File: src/rtl/ptu_pkg.sv
package ptu_pkg;

   // How the page-number field is held inside a table entry
   typedef enum logic [0:0] {
      POL_TRUE     = 1'b0,
      POL_INVERTED = 1'b1
   } store_pol_e;

   localparam int unsigned DEF_LA_W      = 16;
   localparam int unsigned DEF_PAGE_BITS = 4;
   localparam int unsigned DEF_EXT_BITS  = 4;

endpackage

File: src/rtl/ptu_window_decode.sv
module ptu_window_decode #(
   parameter int unsigned LA_W      = ptu_pkg::DEF_LA_W,
   parameter int unsigned PAGE_BITS = ptu_pkg::DEF_PAGE_BITS
) (
   input  logic [LA_W-1:0]      addr,
   input  logic                 wr,
   output logic                 hit,
   output logic [PAGE_BITS-1:0] idx
);
   localparam int unsigned TAG_W = LA_W - PAGE_BITS;

   if (PAGE_BITS >= LA_W) begin : g_bad_split
      $error("window decode: PAGE_BITS must be below LA_W");
   end

   // The window is the last 2**PAGE_BITS logical addresses
   always_comb begin
      hit = wr && (addr[LA_W-1:PAGE_BITS] == {TAG_W{1'b1}});
      idx = addr[PAGE_BITS-1:0];
   end
endmodule

File: src/rtl/ptu_map_table.sv
module ptu_map_table
   import ptu_pkg::*;
#(
   parameter int unsigned PAGE_BITS = ptu_pkg::DEF_PAGE_BITS,
   parameter int unsigned EXT_BITS  = ptu_pkg::DEF_EXT_BITS,
   parameter store_pol_e  POL       = POL_INVERTED
) (
   input  logic                              clk,
   input  logic                              rst_n,
   input  logic                              wr_en,
   input  logic [PAGE_BITS-1:0]              wr_idx,
   input  logic [PAGE_BITS+EXT_BITS-1:0]     wr_data,
   output logic [(2**PAGE_BITS)*(PAGE_BITS+EXT_BITS)-1:0] entries_flat
);
   localparam int unsigned EW = PAGE_BITS + EXT_BITS;
   localparam int unsigned N  = 2 ** PAGE_BITS;

   if (N > 256) begin : g_bad_depth
      $error("map table: too many entries for a register table");
   end

   logic [EW-1:0] ent_q [N];

   for (genvar i = 0; i < N; i++) begin : g_ent
      localparam logic [PAGE_BITS-1:0] PG    = PAGE_BITS'(i);
      localparam logic [PAGE_BITS-1:0] PG_ST = (POL == POL_INVERTED) ? ~PG : PG;
      localparam logic [EW-1:0]        RST_V = {{EXT_BITS{1'b0}}, PG_ST};

      always_ff @(posedge clk or negedge rst_n) begin
         if (!rst_n) begin
            ent_q[i] <= RST_V;
         end else if (wr_en && (wr_idx == PG)) begin
            ent_q[i] <= wr_data;
         end
      end

      assign entries_flat[i*EW +: EW] = ent_q[i];

      // a decoded store lands in exactly this entry
      p_store_lands_r2: assert property (@(posedge clk) disable iff (!rst_n)
         (wr_en && (wr_idx == PG)) |=> (ent_q[i] == $past(wr_data)));

      // first active cycle sees the identity value
      p_reset_ident_r6: assert property (@(posedge clk) disable iff (!rst_n)
         $rose(rst_n) |-> (ent_q[i] == RST_V));
   end

   // without a decoded store the table does not move
   p_hold_r4: assert property (@(posedge clk) disable iff (!rst_n)
      !wr_en |=> $stable(entries_flat));
endmodule

File: src/rtl/ptu_lookup.sv
module ptu_lookup
   import ptu_pkg::*;
#(
   parameter int unsigned LA_W      = ptu_pkg::DEF_LA_W,
   parameter int unsigned PAGE_BITS = ptu_pkg::DEF_PAGE_BITS,
   parameter int unsigned EXT_BITS  = ptu_pkg::DEF_EXT_BITS,
   parameter store_pol_e  POL       = POL_INVERTED
) (
   input  logic [(2**PAGE_BITS)*(PAGE_BITS+EXT_BITS)-1:0] entries_flat,
   input  logic [LA_W-1:0]          laddr,
   output logic [LA_W+EXT_BITS-1:0] paddr
);
   localparam int unsigned EW    = PAGE_BITS + EXT_BITS;
   localparam int unsigned OFF_W = LA_W - PAGE_BITS;

   logic [PAGE_BITS-1:0] sel;
   logic [EW-1:0]        ent;
   logic [PAGE_BITS-1:0] page;
   logic [EXT_BITS-1:0]  ext;

   assign sel = laddr[LA_W-1 -: PAGE_BITS];
   assign ent = entries_flat[sel*EW +: EW];
   assign ext = ent[EW-1 -: EXT_BITS];

   if (POL == POL_INVERTED) begin : g_inv
      assign page = ~ent[PAGE_BITS-1:0];
   end else begin : g_true
      assign page = ent[PAGE_BITS-1:0];
   end

   assign paddr = {ext, page, laddr[OFF_W-1:0]};
endmodule

File: src/rtl/page_xlate_unit.sv
module page_xlate_unit
   import ptu_pkg::*;
#(
   parameter int unsigned LA_W      = ptu_pkg::DEF_LA_W,
   parameter int unsigned PAGE_BITS = ptu_pkg::DEF_PAGE_BITS,
   parameter int unsigned EXT_BITS  = ptu_pkg::DEF_EXT_BITS,
   parameter int unsigned DATA_W    = 8,
   parameter store_pol_e  POL       = POL_INVERTED
) (
   input  logic                     clk,
   input  logic                     rst_n,
   input  logic [LA_W-1:0]          cpu_addr,
   input  logic                     cpu_wr,
   input  logic [DATA_W-1:0]        cpu_wdata,
   output logic [LA_W+EXT_BITS-1:0] phys_addr,
   input  logic [LA_W-1:0]          probe_addr,
   output logic [LA_W+EXT_BITS-1:0] probe_phys
);
   localparam int unsigned EW = PAGE_BITS + EXT_BITS;
   localparam int unsigned N  = 2 ** PAGE_BITS;

   if (DATA_W != EW) begin : g_bad_entry
      $error("translation unit: DATA_W must equal PAGE_BITS + EXT_BITS");
   end

   logic                 wr_hit;
   logic [PAGE_BITS-1:0] wr_idx;
   logic [N*EW-1:0]      entries_flat;

   ptu_window_decode #(
      .LA_W      (LA_W),
      .PAGE_BITS (PAGE_BITS)
   ) u_dec (
      .addr (cpu_addr),
      .wr   (cpu_wr),
      .hit  (wr_hit),
      .idx  (wr_idx)
   );

   ptu_map_table #(
      .PAGE_BITS (PAGE_BITS),
      .EXT_BITS  (EXT_BITS),
      .POL       (POL)
   ) u_tbl (
      .clk          (clk),
      .rst_n        (rst_n),
      .wr_en        (wr_hit),
      .wr_idx       (wr_idx),
      .wr_data      (cpu_wdata),
      .entries_flat (entries_flat)
   );

   ptu_lookup #(
      .LA_W      (LA_W),
      .PAGE_BITS (PAGE_BITS),
      .EXT_BITS  (EXT_BITS),
      .POL       (POL)
   ) u_cpu_lk (
      .entries_flat (entries_flat),
      .laddr        (cpu_addr),
      .paddr        (phys_addr)
   );

   ptu_lookup #(
      .LA_W      (LA_W),
      .PAGE_BITS (PAGE_BITS),
      .EXT_BITS  (EXT_BITS),
      .POL       (POL)
   ) u_probe_lk (
      .entries_flat (entries_flat),
      .laddr        (probe_addr),
      .paddr        (probe_phys)
   );

   // the two lookup paths agree on equal inputs
   p_probe_agree_r7: assert property (@(posedge clk) disable iff (!rst_n)
      (probe_addr == cpu_addr) |-> (probe_phys == phys_addr));

   // the stored entry changes only after the store edge, so the
   // translation seen during a store cycle follows the old table
   p_store_cycle_old_r9: assert property (@(posedge clk) disable iff (!rst_n)
      (wr_hit && (cpu_addr == $past(cpu_addr)) && $stable(entries_flat))
         |-> (phys_addr == $past(phys_addr)));
endmodule

File: config.mk
export PLATFORM = sky130hd
export DESIGN_NAME = page_xlate_unit
export DESIGN_NICKNAME = d
export VERILOG_FILES = /design/src/rtl/ptu_pkg.sv /design/src/rtl/ptu_window_decode.sv /design/src/rtl/ptu_map_table.sv /design/src/rtl/ptu_lookup.sv /design/src/rtl/page_xlate_unit.sv
export SDC_FILE = /design/constraint.sdc
export NUM_CORES = 1
export LEC_CHECK = 0
export ABC_AREA = 1
export BUFFER_PORTS_ARGS = -buffer_cell sky130_fd_sc_hd__buf_2
export CAP_MARGIN = 10
export CORE_MARGIN = 2
export CORE_UTILIZATION = 35
export CTS_BUF_LIST = sky130_fd_sc_hd__clkbuf_16
export CTS_CLUSTER_SIZE = 14
export DETAILED_ROUTE_END_ITERATION = 8
export PLACE_DENSITY = 0.6
export SLEW_MARGIN = 20
export SYNTH_ARGS = -nofsm -noshare
export SYNTH_HDL_FRONTEND = slang
export SYNTH_HIERARCHICAL = 1
export SYNTH_SLANG_ARGS = --single-unit
File: constraint.sdc
create_clock -name clk -period 2.3 [get_ports clk]
set_input_delay 0.46 -clock clk [delete_from_list [all_inputs] [get_ports clk]]
set_output_delay 0.46 -clock clk [all_outputs]
set_load 0.1 [all_outputs]
==> metrics list, run 1 <==
- The run finished with clean final reports.
- At the end of the flow, the number of nets in the layout was 1348.
- Max stage delay cell, worst path: buf_4
* Transition time at the pin with the least slew margin: 0.606 ns
- Relative to the synthesized area, the layout overhead comes to 16.6%.
* Normalized max-slew margin: 59.6%
- Number of primary I/O pins: 83
* Post-synth cell types: 15
* Sequential cell area fraction in the yosys report: 38.8%
- Overall Global Routing Usage: 24.4%
* Most used standard cell by instance count after synthesis: nand2_1
* Largest clock skew in the final design: 0 ns
- The min-delay analysis places its worst path in the category reg2reg.
- In this run the power density over the cells is 625 nW/um^2.
- Once placement completed, the tool counted placed cells totaling 1604.
- Std cell rows: 56
- The clock tree synthesis step divided the H-tree into 4 levels.
* WP data arrival: 1.83 ns
* Fill cells: 2413
- Setup total negative slack on the finished layout was measured at 0 ns.
* Floorplan die area: 25100 um^2
* Setup-violating endpoint count in the final report: 0
* Worst setup path category: in2out
- The hold violation total from the final report was 0.
- Post-route design area: 9750 um^2
* Synth warn: 6
- The synthesized design devotes to its leading area cell type 28.7% of total area.
- Die outline width: 159 um
- Via count normalized by instance count: 5.27
- Setup repair after global routing could not meet its margin everywhere.
* Antenna Diode Count: 0
- Worst Setup End Kind: output port
* Final wirelength: 29700 um
- Most numerous cell on the critical path: nand2_1
- Maximum VDD drop: 508 uV
- The worst setup path is launched from an input pin.
- Post-synthesis cell count: 1293
- Primary FF master, synth: dfrtp_1
- For this run, asynchronously set or reset flops after synthesis account for 100%.
- Entering global routing, the biggest net connects 47 pins.
* Worst-path fanout max: 22
- Flip-flop count of the largest register after layout: 128
- Via count of the first global-routing pass: 8129
* Max Buffers Root-to-Sink: 2
- Remaining DRCs: 0
- Number of buffers created by CTS: 17
* Final count of pins violating max slew: 0
- Subtracting the final worst setup slack from the clock period gives 2.29 ns.
- Of the cells placed in the final design, the portion with a size suffix greater than 1 is 14.3%.
- After detailed routing, the average wire length per cell comes to 18.1 um.
* Total setup buffers inserted after CTS: 0
- Wire length of the first global-routing pass: 46300 um
* Area leader, netlist: dfrtp_1
- Required time of the worst setup path: 1.84 ns
- Maximum cell stage delay along the critical path: 0.31 ns
- The clock drives 128 sinks.
* Core Region: 23500 um^2
* Antenna violations before repair: 0
- Maximum Capacitance Violations: 0
- During placement, the flow inserted port buffers numbering 58.
- Routability-driven placement finished with a final weighted congestion of 0.942.
- Fraction of the cycle the final worst path needs: 99.5%
- The cell family contributing the most delay on the critical path is buffers and inverters.
- TritonCTS built the clock tree.
- Ranking of synthesized cells by area: dfrtp_1 29%, nand2_1 28%, nand3_1 16%
- Worst-skew pair later-pin latency: 0.43 ns
- Register bit count reported by yosys: 128
* Static Leakage: 4.86 nW
- DRT Pass-1 Iters: 5
- For this block, the via count after detailed routing is 8626.
- Area after DPL: 9130 um^2
- Number of non-filler instances in the completed layout: 1637
* Synthesized area per cell: 6.47 um^2
* Number of nets produced by synthesis: 1336
- Peak Freq: 437 MHz
- Number of DRC markers after the initial detailed-route iteration: 1049
* Total global routing overflow: 0
* Root Buffer Master: clkbuf_16
- Post-synth EDFFs: 0
- Total chip power: 6.09 mW
* Initial Utilization: 35.6%
- Detailed placement finished with a half-perimeter wire length of 20000 um.
- Walking the worst path, the cells encountered are buf_2, buf_4, nand2_1, nand2_1, nand2_1, nand3_1, nand3_1, nand2_1, buf_12.
* Cell area after synthesis: 8360 um^2
* Bufs and invs on worst path: 3
- After clock tree synthesis, the clock-pin slew on the worst setup and hold paths is 0.06 ns.
* List of most frequent post-synthesis cells: 618 x nand2_1, 275 x nand3_1, 103 x inv_1
- Count of nets left with antenna violations after detail routing: 0
- Chip height: 159 um
cells by family after synthesis:
logic type	synth area share, %
AND/OR/NAND/NOR	48.1
flip-flops	38.8
buffers and inverters	13.2
per-stage QoR:
stage	utilization (%)	hold slack, ns	worst slack, ns
floorplan	-	0.164	0.127
global placement	38.9	0.427	0.0518
detailed placement	38.9	0.423	0.0610
CTS	41.5	0.473	0.0542
global route	41.5	0.488	-0.0269
finish	41.5	0.473	0.0126
power by group:
part	internal, mW	switching [mW]
sequential	2.26	0.000761
combinational	0.280	0.775
clock	1.69	1.08
cell usage in the layout (no fill, tap or decap), types with 4 or more instances in the layout:
master,Yosys,routed
buf_12,0,29
buf_2,45,41
nand2_1,618,617
nor2_4,4,5
dfstp_2,32,32
inv_1,103,104
dfrtp_1,96,96
buf_4,39,32
inv_2,7,7
clkinvlp_4,0,5
clkbuf_16,0,17
nand3_1,275,275
nor2_1,5,4
nand4_1,32,32
nor2_2,6,6
layout make-up:
| cell class | instances | area, um^2 | area share [%] |
|---|---|---|---|
| multi-input cells | 942 | 4030 | 41.3 |
| inverters | 110 | 413 | 4.24 |
| repair buffers | 106 | 1070 | 11.0 |
| well taps | 319 | 399 | 4.09 |
| flip-flops and latches | 128 | 3240 | 33.3 |
| clock inverters | 15 | 171 | 1.76 |
| clock buffers | 17 | 425 | 4.36 |
worst reg2reg max path, cell delays in order (launching register included):
cell and delay, ns:
dfstp_2 0.57, nand2_1 0.06, nand2_1 0.07
repair_timing:
item / in CTS / in global routing
hold buffers: 1 / 0
setup endpoints to repair: 0 / 4
gates resized for setup: 0 / 3
hold endpoints to repair: 31 / 0
path summary, 6_finish.rpt:
kind	cells past startpoint	from	slack, ns	to
worst max-delay path	9	cpu_addr[12]	0.01	phys_addr[18]
worst min-delay path	2	u_tbl/entries_flat[64]	0.47	u_tbl/entries_flat[64]
worst max register to register	2	u_tbl/entries_flat[0]	1.54	u_tbl/entries_flat[0]
worst min register to register	2	u_tbl/entries_flat[64]	0.47	u_tbl/entries_flat[64]
max in group asynchronous	3	rst_n	1.09	u_tbl/entries_flat[97]
min in group asynchronous	2	rst_n	0.53	u_tbl/entries_flat[23]
per-layer routing:
layer,GRT usage [%],vias up,part of all wire (%)
li1,-,4069,-
met1,32.4,3995,41
met2,38.7,476,45
met3,4.22,86,9.0
met4,11.7,0,4.2
met5,0,-,0
Power figures use the tool's default switching activity.
==> run 2: changes to the inputs <==
--- a/config.mk
+++ b/config.mk
@@ -8,6 +8,7 @@
 export ABC_AREA = 1
 export BUFFER_PORTS_ARGS = -buffer_cell sky130_fd_sc_hd__buf_2
 export CAP_MARGIN = 10
+export CORE_ASPECT_RATIO = 0.75
 export CORE_MARGIN = 2
 export CORE_UTILIZATION = 35
 export CTS_BUF_LIST = sky130_fd_sc_hd__clkbuf_16
==> run 2 against run 1 <==
Setup slack better by 0.052 ns. Critical path depth is 1 lower. Maximum frequency is 2.3% higher. First-iteration DRC count is 19% higher. Non-clock buffer count is 4 higher. Sequential share of layout area is 0.29 points higher. Register-to-register slack hardly changed. Combinational power hardly changed. Via count hardly changed. Clock skew stayed put. Wire length is 0.35% lower.
==> metrics list, run 2 (synthesized netlist as in run 1, its figures left out) <==
- The startpoint of the worst-slack reg-to-reg timing path is u_tbl/entries_flat[66] (was u_tbl/entries_flat[0]).
* Maximum VDD drop: 529 uV (was 508 uV)
* Antenna violations before repair: 0 (unchanged)
- The via count is 8627 (was 8626).
- The fraction of the cycle the final worst path needs came to 97.2% (was 99.5%).
* Uppermost layer routed: met4 (unchanged)
- The global-route wire length before repair was 46200 um (was 46300 um).
- HPWL Detailed: 20000 um (about the same)
* Number of non-filler instances in the completed layout: 1622 (was 1637)
- Final-report hold violation count: 0 (unchanged)
- The maximum number of pins on one net before global-route repair is 73 (was 47).
- The type of the worst min-delay path is in2async (was reg2reg).
- The leakage component of the power was 4.88 nW (was 4.86 nW).
* Leading cell types in the layout, fill and taps excluded: 618 x nand2_1, 275 x nand3_1, 107 x inv_1 (was 617 x nand2_1, 275 x nand3_1, 104 x inv_1)
- Worst-skew pair later-pin latency: 0.42 ns (was 0.43 ns)
- The routability-driven placement congestion ratio is 0.926 (was 0.942).
- The via-per-instance ratio was 5.32 (was 5.27).
- Total setup buffers inserted after CTS: 0 (unchanged)
- Via count of the first global-routing pass: 7724 (was 8129)
- Chip height: 138 um (was 159 um)
- Bufs and invs on worst path: 4 (was 3)
- Post-route setup TNS: 0 ns (unchanged)
- The full die area is 25200 um^2 (was 25100 um^2).
* Core Region: 23200 um^2 (was 23500 um^2)
* Wire length on met1: 14000 um (was 12300 um)
- The overflow left after global routing came to 0 (unchanged).
* Worst reg-to-reg setup slack: 1.53 ns (was 1.54 ns)
- Max Buffers Root-to-Sink: 2 (unchanged)
* Result of the run: completed (unchanged)
* Peak Freq: 447 MHz (was 437 MHz)
- Required time of the worst setup path: 1.84 ns (about the same)
- The cell total after placement is 1590 (was 1604).
- Final count of pins violating max slew: 0 (unchanged)
- IO buf count: 58 (unchanged)
- The number of standard-cell rows in the floorplan was 48 (was 56).
- Crit-path cells: buf_2, inv_2, buf_4, nand3_1, nand3_1, nand3_1, nand2_1, buf_12 (was buf_2, buf_4, nand2_1, nand2_1, nand2_1, nand3_1, nand3_1, nand2_1, buf_12)
* Cell depth of the worst setup path: 8 (was 9)
* Clock period minus final worst setup slack: 2.24 ns (was 2.29 ns)
- Share of layout cells above drive strength 1: 14.4% (was 14.3%)
* Total number of H-tree levels: 4 (unchanged)
- The routed length per placed instance came to 18.2 um (was 18.1 um).
- The total non-filler cell area in the finished layout came to 9660 um^2 (was 9750 um^2).
- Total chip power: 6.04 mW (was 6.09 mW)
- Root Buffer Master: clkbuf_16 (unchanged)
- Met2 routed wirelength: 12100 um (was 13500 um)
- The number of nets still failing antenna checks after routing is 0 (unchanged).
* Critical R2R Capture: u_tbl/entries_flat[66] (was u_tbl/entries_flat[0])
- The number of nets in the finished design is 1352 (was 1348).
* Setup-violating endpoint count in the final report: 0 (unchanged)
- Type of element launching the critical path: input pin (unchanged)
- Number of primary I/O pins: 83 (unchanged)
- The clock transition at the register clock pins on the worst setup and hold paths after CTS came to 0.06 ns (about the same).
* Maximum cell stage delay along the critical path: 0.26 ns (was 0.31 ns)
- Overall Global Routing Usage: 24.3% (was 24.4%)
- The type of destination of the critical path was an output port (unchanged).
- Cts repair resizes: 0 (unchanged)
- Largest delay contributor family on the critical path: buffers and inverters (unchanged)
* Final wirelength: 29600 um (was 29700 um)
* Flip-flop count of the largest register after layout: 128 (unchanged)
- The cell count of the worst reg-to-reg path came to 2 (unchanged).
- Number of DRC markers after the initial detailed-route iteration: 1252 (was 1049)
* Die outline width: 182 um (was 159 um)
* Worst setup path category: in2out (unchanged)
* Transition time at the pin with the least slew margin: 0.505 ns (was 0.606 ns)
- WP data arrival: 1.78 ns (was 1.83 ns)
- Commonest non-fill, non-tap cell in the layout: nand2_1 (unchanged)
* Area after DPL: 9080 um^2 (was 9130 um^2)
- Maximum Capacitance Violations: 0 (unchanged)
- The starting utilization of the core area is 36.0% (was 35.6%).
- The slowest stage cell on the critical path is buf_4 (unchanged).
* Normalized max-slew margin: 66.3% (was 59.6%)
- TritonCTS clock tree: built (unchanged)
- The most used cell along the critical path was nand3_1 (was nand2_1).
- The total CTS buffers came to 17 (unchanged).
- The length of the first detailed-routing pass in iterations was 6 (was 5).
- The power density over the cells was 625 nW/um^2 (about the same).
- Unrepaired setup endpoints after global routing: no (was yes)
- Number of buffers inserted by hold repair at cts: 0 (was 1)
- Worst-path fanout max: 11 (was 22)
- Largest clock skew in the final design: 0 ns (unchanged)
- Routed met3 length: 3140 um (was 2680 um)
- The detailed-route DRC error count is 0 (unchanged).
- The number of inserted diodes came to 0 (unchanged).
- The growth of design area from synthesis to finish came to 15.6% (was 16.6%).
* Number of sinks handled by clock tree synthesis: 128 (unchanged)
run 2: through the flow:
| step | setup WS [ns] | utilization [%] | hold WS (ns) |
|---|---|---|---|
| after global placement | 0.127 | 39.1 | 0.461 |
| after global routing | 0.0355 | 41.6 | 0.0290 |
| after CTS | 0.112 | 41.6 | 0.0162 |
| final | 0.0647 | 41.6 | 0.00509 |
| after floorplan | 0.127 | - | 0.164 |
| after detailed placement | 0.120 | 39.1 | 0.464 |
run 2: cell type report:
| type | count | area (um^2) |
|---|---|---|
| clock buffer | 17 | 425 |
| clock inverter | 15 | 155 |
| fill | 2399 | 13600 |
| inverter | 110 | 413 |
| multi-input combinational | 942 | 4030 |
| sequential | 128 | 3240 |
| tap | 300 | 375 |
| timing repair buffer | 110 | 1030 |
run 2: worst max path at each step:
stage	startpoint	to	slack [ns]
after CTS	cpu_addr[12]	phys_addr[18]	0.11
after global placement	cpu_addr[12]	phys_addr[18]	0.13
after detailed placement	cpu_addr[12]	phys_addr[18]	0.12
final	probe_addr[13]	probe_phys[15]	0.06
after floorplan	cpu_addr[13]	phys_addr[15]	0.13
after global routing	cpu_addr[12]	phys_addr[18]	0.04
run 2: worst reg2reg max path: stages (launching register included):
cell and delay (ns):
dfstp_2 0.58, nand2_1 0.06, nand2_1 0.07
run 2: metal layers:
layer,global-route usage (%),vias up
li1,-,4064
met1,37.1,4034
met2,34.6,495
met4,6.50,0
met3,4.81,34
met5,0,-
run 2: report_power, final:
part           switching, mW  leakage, nW  total, mW  internal, mW
Sequential          0.000726         1.67       2.26          2.26
Combinational          0.766         2.91       1.04         0.277
Clock                   1.06        0.301       2.74          1.68
==> run 3: changes to the inputs <==
==> constraint.sdc (replaced) <==
create_clock -name clk -period 2.3 [get_ports clk]
set_input_delay 0.23 -clock clk [delete_from_list [all_inputs] [get_ports clk]]
set_output_delay 0.23 -clock clk [all_outputs]
set_load 0.1 [all_outputs]
==> run 3 against run 2 <==
Setup slack better by 0.24 ns. Sequential share of layout area stayed put. Final cell count is 0.74% lower. Clock power is 14% higher. Global-route usage is 0.087 points lower. Utilization stayed put. Via count is 1.0% lower. Power is 6.2% higher. Sequential power hardly changed. Count of clock-buffer cells in the layout stayed put. Critical path type is now reg2out.
==> metrics list, run 3 (synthesized netlist as in run 1, its figures left out) <==
- Result of the run: completed (unchanged)
- Final wirelength: 29300 um (was 29600 um)
* Depth of the worst register-to-register path: 2 (unchanged)
* Via count: 8540 (was 8627)
* Via count normalized by instance count: 5.30 (was 5.32)
* Final weighted congestion in routability-driven placement: 0.910 (was 0.926)
- Fill cells: 2379 (was 2399)
- Met1 Resource Use GR: 35.6% (was 37.1%)
- The post-CTS resize count was 0 (unchanged).
- The global-route met3 utilization was 5.36% (was 4.81%).
* GRT busiest layer: met2 (was met1)
* Worst reg-to-reg setup slack: 1.53 ns (about the same)
- Post-route setup TNS: 0 ns (unchanged)
* HPWL Detailed: 19300 um (was 20000 um)
* Peak Freq: 502 MHz (was 447 MHz)
* Startpoint of the worst-slack reg-to-reg timing path: u_tbl/entries_flat[74] (was u_tbl/entries_flat[66])
- The worst endpoint required time came to 2.07 ns (was 1.84 ns).
- Worst-skew pair later-pin latency: 0.42 ns (about the same)
* Type of element launching the critical path: flop (was input pin)
- The starting utilization of the core area is 36.0% (unchanged).
- Std cell rows: 48 (unchanged)
* Leading cell types in the layout, fill and taps excluded: 618 x nand2_1, 275 x nand3_1, 105 x inv_1 (was 618 x nand2_1, 275 x nand3_1, 107 x inv_1)
- The global-route track usage on met2 is 36.0% (was 34.6%).
- Antenna Diode Count: 0 (unchanged)
- The detailed-route DRC error count came to 0 (unchanged).
- The clock period minus worst slack came to 1.99 ns (was 2.24 ns).
- The setup-violating endpoint count in the final report came to 0 (unchanged).
- The via count of the first global-routing pass came to 7894 (was 7724).
- Floorplan die area: 25200 um^2 (unchanged)
- Normalized max-slew margin: 55.6% (was 66.3%)
- Wire length of the first global-routing pass: 46300 um (was 46200 um)
- The leakage component of the power was 4.85 nW (was 4.88 nW).
- The maximum fanout along the worst path is 3 (was 11).
- The die height is 138 um (unchanged).
* Worst setup path category: reg2out (was in2out)
* Number of DRC markers after the initial detailed-route iteration: 1027 (was 1252)
- The data arrival time of the critical path came to 1.76 ns (was 1.78 ns).
- Number of buffers created by CTS: 17 (unchanged)
* Root Buffer Master: clkbuf_16 (unchanged)
- The power density over the cells is 663 nW/um^2 (was 625 nW/um^2).
- The hold violation total from the final report was 0 (unchanged).
- Overall Global Routing Usage: 24.2% (was 24.3%)
- Flip-flop count of the largest register after layout: 128 (unchanged)
* Setup crit end: probe_phys[14] (was probe_phys[15])
- IO buf count: 58 (unchanged)
- The growth of design area from synthesis to finish came to 15.6% (unchanged).
- Maximum Capacitance Violations: 0 (unchanged)
- Antenna violations before repair: 0 (unchanged)
* Number of sinks handled by clock tree synthesis: 128 (unchanged)
* Unrepaired setup endpoints after global routing: no (unchanged)
- The top-level I/O count is 83 (unchanged).
* DRT Pass-1 Iters: 6 (unchanged)
- The worst setup path startpoint was u_tbl/entries_flat[90] (was probe_addr[13]).
* Count of nets left with antenna violations after detail routing: 0 (unchanged)
- Nets: 1340 (was 1352)
- The chip width is 182 um (unchanged).
* Share of layout cells above drive strength 1: 13.7% (was 14.4%)
* Max Buffers Root-to-Sink: 2 (unchanged)
- Commonest non-fill, non-tap cell in the layout: nand2_1 (unchanged)
- The final clock skew came to 0 ns (unchanged).
- WL/cell: 18.2 um (about the same)
- Worst Setup End Kind: output port (unchanged)
- Core Region: 23200 um^2 (unchanged)
- The clock transition at the register clock pins on the worst setup and hold paths after CTS is 0.06 ns (about the same).
* Final count of pins violating max slew: 0 (unchanged)
- Maximum VDD drop: 565 uV (was 529 uV)
* Hold Crit Class: in2reg (was in2async)
- Fraction of the cycle the final worst path needs: 86.5% (was 97.2%)
- The number of standard cells in the final layout excluding fillers is 1610 (was 1622).
- Transition time at the pin with the least slew margin: 0.665 ns (was 0.505 ns)
- The cell total after placement came to 1577 (was 1590).
- The clock tree from TritonCTS is built (unchanged).
* Largest net degree at the start of global routing: 65 (was 73)
- The reg-to-reg endpoint is u_tbl/entries_flat[74] (was u_tbl/entries_flat[66]).
* Total number of H-tree levels: 4 (unchanged)
* Total global routing overflow: 0 (unchanged)
[run 3: cell types whose count changed in the layout (fill, tap and decap cells not counted), sizes merged]
| cell | before | now |
|---|---|---|
| buf | 110 | 97 |
| clkinvlp | 1 | 2 |
| inv | 114 | 113 |
| clkinv | 7 | 4 |
| bufinv | 3 | 6 |
| dlygate4sd3 | 0 | 1 |
[run 3: how the worst min path moves through the flow]
| stage | end | slack (ns) | startpoint | cells past startpoint |
|---|---|---|---|---|
| after detailed placement | u_tbl/entries_flat[72] | 0.18 | rst_n | 1 |
| after global placement | u_tbl/entries_flat[72] | 0.17 | rst_n | 1 |
| after CTS | u_tbl/entries_flat[27] | 0.17 | cpu_wdata[3] | 3 |
| after floorplan | u_tbl/entries_flat[100] | -0.07 | rst_n | 0 |
| final | u_tbl/entries_flat[27] | 0.19 | cpu_wdata[3] | 3 |
| after global routing | u_tbl/entries_flat[27] | 0.19 | cpu_wdata[3] | 3 |
[run 3: timing repair]
item | 4_1_cts | 5_1_grt
hold buffers | 1 | 0
hold endpoints to repair | 20 | 0
setup buffers | 0 | 0
[run 3: power by group]
part,leakage [nW],total [mW],switching [mW],internal (mW)
combinational,2.85,1.03,0.762,0.271
clock,0.326,3.12,1.09,2.03
sequential,1.67,2.26,0.000722,2.26
[run 3: worst max-delay path, stage by stage, from the launching register on]
cell and delay, ns:
dfstp_2 0.55, nand2_1 0.06, nand3_1 0.10, nand3_1 0.11, nand3_1 0.14, nand2_1 0.16
buf_12 0.22
[run 3: layout make-up]
cell class / instances / area (um^2) / area share [%]
Multi-Input combinational cell: 942 / 4030 / 41.6
Sequential cell: 128 / 3240 / 33.6
Timing Repair Buffer: 98 / 940 / 9.72
Clock buffer: 17 / 425 / 4.40
Inverter: 110 / 413 / 4.27
Tap cell: 300 / 375 / 3.88
Clock inverter: 15 / 243 / 2.51
[run 3: stage by stage]
stage | util, % | total power [mW] | area (um^2) | setup WS (ns) | hold slack (ns)
after detailed placement | 38.7 | 3.32 | 8990 | 0.308 | 0.176
final | 41.6 | 6.41 | 9660 | 0.310 | 0.190
after global routing | 41.6 | 6.59 | 9660 | 0.218 | 0.194
after global placement | 38.7 | 3.32 | 8990 | 0.345 | 0.175
after CTS | 41.6 | 6.43 | 9660 | 0.323 | 0.175
after floorplan | - | 3.05 | 8360 | 0.587 | -0.0656
[run 3: metal layers]
layer  vias to the layer above  share of wire [%]
li1                       4044                  -
met1                      4020                 47
met2                       444                 42
met3                        32                 10
met4                         0                1.3
met5                         -                  0
